File: src/rtl/reg_shift_pkg.sv
// Package: shared types for the register-amount shifter.
// Assumes the two-bit operation select is encoded as listed below.
package reg_shift_pkg;

    typedef enum logic [1:0] {
        SK_LSL = 2'b00,
        SK_LSR = 2'b01,
        SK_ASR = 2'b10,
        SK_ROR = 2'b11
    } shift_kind_e;

endpackage

File: src/rtl/shift_amount_decode.sv
// Sorts the count byte into classes: zero, inside the word, exactly the
// word width, beyond it, and a non-zero multiple of the width (rotate case).
// Assumes DATA_W is a power of two and fits in AMT_W bits.
module shift_amount_decode #(
    parameter int DATA_W = 32,
    parameter int AMT_W  = 8
) (
    input  logic [AMT_W-1:0]          amt,
    output logic                      is_zero,
    output logic                      in_range,
    output logic                      is_exact,
    output logic                      is_over,
    output logic                      rot_whole,
    output logic [$clog2(DATA_W)-1:0] amt_low
);
    localparam int STAGE_N = $clog2(DATA_W);
    localparam logic [AMT_W-1:0] WIDTH_AMT = AMT_W'(DATA_W);

    // Classify the count against the word width.
    always_comb begin
        amt_low   = amt[STAGE_N-1:0];
        is_zero   = (amt == '0);
        in_range  = !is_zero && (amt < WIDTH_AMT);
        is_exact  = (amt == WIDTH_AMT);
        is_over   = (amt > WIDTH_AMT);
        rot_whole = !is_zero && (amt_low == '0);
    end
endmodule

File: src/rtl/shift_barrel_core.sv
// Logarithmic right shifter/rotator: one stage per count bit.
// In shift mode the vacated bits take the fill value; in rotate mode
// they take the bits shifted out. Assumes DATA_W is a power of two.
module shift_barrel_core #(
    parameter int DATA_W = 32
) (
    input  logic [DATA_W-1:0]         din,
    input  logic [$clog2(DATA_W)-1:0] amt,
    input  logic                      rotate,
    input  logic                      fill,
    output logic [DATA_W-1:0]         dout
);
    localparam int STAGE_N = $clog2(DATA_W);

    logic [DATA_W-1:0] stg [0:STAGE_N];

    assign stg[0] = din;

    // Each stage moves the word by a power of two when its count bit is set.
    for (genvar s = 0; s < STAGE_N; s++) begin : g_stage
        localparam int SH = 1 << s;
        assign stg[s+1] = !amt[s] ? stg[s] :
                          rotate  ? {stg[s][SH-1:0], stg[s][DATA_W-1:SH]} :
                                    {{SH{fill}}, stg[s][DATA_W-1:SH]};
    end

    assign dout = stg[STAGE_N];
endmodule

File: src/rtl/shift_carry_pick.sv
// Selects the last bit shifted out of a right shift by amt (bit amt-1).
// Assumes amt is non-zero when the output is used.
module shift_carry_pick #(
    parameter int DATA_W = 32
) (
    input  logic [DATA_W-1:0]         src,
    input  logic [$clog2(DATA_W)-1:0] amt,
    output logic                      bit_out
);
    localparam int STAGE_N = $clog2(DATA_W);

    logic [STAGE_N-1:0] idx;

    // Index of the last bit that leaves the word.
    always_comb begin
        idx     = amt - 1'b1;
        bit_out = src[idx];
    end
endmodule

File: src/rtl/reg_shift_carry.sv
// Top: register-amount shifter with carry output.
// Left shifts are made by reversing the bit order, shifting right and
// reversing back, so one right-only core serves all four operations.
// Purely combinational; no clock or reset.
module reg_shift_carry #(
    parameter int DATA_W = 32,
    parameter int AMT_W  = 8
) (
    input  logic [DATA_W-1:0] op_a,
    input  logic [DATA_W-1:0] sh_word,
    input  logic [1:0]        sh_kind,
    input  logic              carry_in,
    output logic [DATA_W-1:0] result,
    output logic              carry_out,
    output logic              carry_upd
);
    import reg_shift_pkg::*;

    localparam int STAGE_N = $clog2(DATA_W);

    shift_kind_e        kind;
    logic [DATA_W-1:0]  a_rev, src, core_out, core_rev, sign_word;
    logic               is_zero, in_range, is_exact, is_over, rot_whole;
    logic [STAGE_N-1:0] amt_low;
    logic               pick_bit;
    logic               unused_hi;

    assign kind      = shift_kind_e'(sh_kind);
    assign unused_hi = ^sh_word[DATA_W-1:AMT_W];
    assign sign_word = {DATA_W{op_a[DATA_W-1]}};

    // Bit-order reversal of the input and of the core output.
    for (genvar i = 0; i < DATA_W; i++) begin : g_rev
        assign a_rev[i]    = op_a[DATA_W-1-i];
        assign core_rev[i] = core_out[DATA_W-1-i];
    end

    assign src = (kind == SK_LSL) ? a_rev : op_a;

    shift_amount_decode #(.DATA_W(DATA_W), .AMT_W(AMT_W)) u_dec (
        .amt       (sh_word[AMT_W-1:0]),
        .is_zero   (is_zero),
        .in_range  (in_range),
        .is_exact  (is_exact),
        .is_over   (is_over),
        .rot_whole (rot_whole),
        .amt_low   (amt_low)
    );

    shift_barrel_core #(.DATA_W(DATA_W)) u_core (
        .din    (src),
        .amt    (amt_low),
        .rotate (kind == SK_ROR),
        .fill   ((kind == SK_ASR) & op_a[DATA_W-1]),
        .dout   (core_out)
    );

    shift_carry_pick #(.DATA_W(DATA_W)) u_pick (
        .src     (src),
        .amt     (amt_low),
        .bit_out (pick_bit)
    );

    // Pick result and carry by operation and count class.
    always_comb begin
        result    = op_a;
        carry_out = carry_in;
        carry_upd = !is_zero;
        if (is_zero) begin
            result    = op_a;
            carry_out = carry_in;
        end else if (kind == SK_ROR) begin
            result    = core_out;
            carry_out = rot_whole ? op_a[DATA_W-1] : pick_bit;
        end else if (in_range) begin
            result    = (kind == SK_LSL) ? core_rev : core_out;
            carry_out = pick_bit;
        end else if (kind == SK_ASR) begin
            result    = sign_word;
            carry_out = op_a[DATA_W-1];
        end else if (is_exact) begin
            result    = '0;
            carry_out = src[DATA_W-1];
        end else if (is_over) begin
            result    = '0;
            carry_out = 1'b0;
        end
    end
endmodule

File: config.mk
export PLATFORM = sky130hd
export DESIGN_NAME = reg_shift_carry
export DESIGN_NICKNAME = d
export VERILOG_FILES = /design/src/rtl/reg_shift_pkg.sv /design/src/rtl/shift_amount_decode.sv /design/src/rtl/shift_barrel_core.sv /design/src/rtl/shift_carry_pick.sv /design/src/rtl/reg_shift_carry.sv
export SDC_FILE = /design/constraint.sdc
export NUM_CORES = 1
export LEC_CHECK = 0
export BUFFER_PORTS_ARGS = -buffer_cell sky130_fd_sc_hd__buf_2
export CORE_UTILIZATION = 35
export DETAILED_ROUTE_END_ITERATION = 16
export SLEW_MARGIN = 20
export SYNTH_ARGS = -nofsm -noshare
export SYNTH_HDL_FRONTEND = slang
export SYNTH_SLANG_ARGS = --single-unit
export TNS_END_PERCENT = 5
File: constraint.sdc
create_clock -name vclk -period 7.8
set_clock_uncertainty 0.15 [all_clocks]
set_input_delay 1.17 -clock vclk [all_inputs]
set_output_delay 1.17 -clock vclk [all_outputs]
set_load 0.03 [all_outputs]
==> metrics.txt <==
antenna fix cells 0; Rows 42; detailed route wirelength on metal3 roughly 3300 µm; number of detailed-route iterations in the first pass 6; Min-Delay Path Class in -> out; remaining design rule violation count 0; drt initial violations a little under 1000; leading cell types in the layout, fill and taps excluded 77 x buf_2, 68 x mux4_2, 61 x nand2_1, 57 x nor2_1, 47 x a21oi_1; combined area of the multi-input logic cells ~4500 µm²; Post-DRT Antenna Nets 0; top-level port count approximately 100; total number of vias 6151; quantity of hold-fixing buffers added after cts 0; area of the die 14270 µm²; via count of the first global-routing pass between 5000 and 6000; number of antenna violations at the first check in global routing 0; proportion of synthesized chip area in sequential cells 0; number of nets in the final layout slightly above 700; kind of launch point of the worst setup path primary input; final count of hold timing violations 0; Die Span Y about 120 µm; Syn Area/Cell 7.887 µm²; crit path capture type output pin; GRT Resource Usage Total 0.3391; sum of negative setup slack 0 ps; area of the placeable core around 13000 µm²; RSZ-0062 raised after global routing no; first-pass GRT wire length 36450 µm; filler-free cell count of the finished design around 820; initial core utilization 0.3616; number of fill cells in the layout 1407; Setup WS post-layout 1371 ps; Post-Syn Instances approximately 610; die outline width ~120 µm; Cell variety after synth slightly below 70; number of nets produced by synthesis 680; Worst Path Arrival slightly above 5000 ps; count of yosys warnings during synthesis 0; max-capacitance violation count 0; total placed instance area about 5300 µm²; total wire length after detailed routing 24310 µm; largest area contributor in the netlist mux4_2; clock period minus worst slack roughly 6400 ps; Sequential Area 0 µm²; top area cells in the synthesized netlist mux4_2 32%, mux2i_1 8.3%, a21oi_1 4.9%; final sequential cell count 0; total of clock buffers placed in the layout 0; max_slew headroom 0.3447; average wire per standard cell around 30 µm; ratio of cells with drive above 1 in the final layout 0.2817; status completed; global placement routability congestion about 1; Leak Pwr 0.002015 µW; overall overflow remaining after global route 0; Worst Path Class, Setup in -> out; PD cells just over 90 nW/µm²; Setup Viol. Count Final 0; met2 wire len 10680 µm; pin count of the biggest net entering global routing between 40 and 50; Worst Tran Pin Value slightly below 1000 ps; highest net fanout along the worst path 29; final number of max-transition violations 0; PortBufs just under 80; mapped cell area between 4000 and 5000 µm²; top cell type's share of synthesized area 0.3173; Fmax between 150 and 200 MHz; critical path data required time 6480 ps; Synth-to-Final Area Change 9.487%; period utilization 0.8243; HPWL reported at the end of detailed placement ~18000 µm; vias per inst about 7.5; Final Instance Area about 5300 µm²; worst slack at placement between 1500 and 2000 ps; wire length on met1 9505 µm; top layer reached by signal wires met4; most frequent standard cell in the layout excluding fill and tap cells buf_2; Worst VDD drop roughly 50 µV; number of placed instances, taps included slightly above 800; setup repair bufs after CTS 0; post_cts resized 0
==> final timing paths <==
kind / from / to / slack, ps / depth (start not counted)
max: sh_kind[0] / result[4] / 1370 / 10
min: carry_in / carry_out / 2590 / 4
==> kinds of logic after synthesis <==
logic type                 share of synthesized area
xor gates and xnor gates                    0.003629
muxes                                         0.4259
buffers and inverters                        0.06843
AOI/OAI and AO/OA                             0.3289
adders and majority gates                   0.002592
and+or+nand+nor                               0.1706
==> metal layers <==
layer | track usage | vias up
met1 | 0.4815 | 2978
met4 | 0.1008 | 0
li1 | - | 2553
met5 | 0 | -
met3 | 0.06322 | 78
met2 | 0.5195 | 542
==> cells in the mapped netlist (4+ instances only) <==
master    instances
o32ai_1           4
o22ai_1          10
nor2_1           58
a22oi_1          12
o221ai_1          7
inv_1            12
clkbuf_1         46
mux2_2           11
mux4_2           68
o211ai_1         13
a211oi_1          8
a221oi_1         12
buf_2             6
buf_1            10
nand2_1          61
a21oi_1          47
nor4_1            6
o31ai_1           4
o21ai_0          38
o21ai_1           8
a22o_1            8
mux2i_1          40
and2_1            6
nand3_1           9
a31oi_1           4
o21a_1            8
nor3_1           19
o211a_1           8
==> final cells by class <==
class,instances,area share
well taps,176,0.04167
inverters,15,0.01065
multi-input cells,532,0.8535
repair buffers,92,0.09422
==> power by group <==
group	leakage (µW)	internal, µW	switching (µW)
clock network	0	0	0
logic	0.00202	176	304
registers	0	0	0
total	0.00202	176	304
==> critical path, cell delays in order <==
cell and delay [ps]:
buf_2 480, or2_2 810, buf_4 390, mux4_2 520, mux2i_1 450, a21oi_1 140
a21oi_1 510, a21oi_1 140, a32o_1 280, buf_2 170
==> stage by stage <==
| step | power (µW) | util | hold WS, ps |
|---|---|---|---|
| 6_report | 479.5 | 0.3960 | 2589 |
| 4_1_cts | 464.8 | 0.3960 | 2596 |
| 3_5_place_dp | 463.3 | 0.3960 | 2596 |
| 3_3_place_gp | 458.6 | 0.3955 | 2603 |
| 2_1_floorplan | 321.2 | - | 2426 |
| 5_1_grt | 502.2 | 0.3960 | 2625 |
No activity file was read; power rests on OpenSTA's default activity.
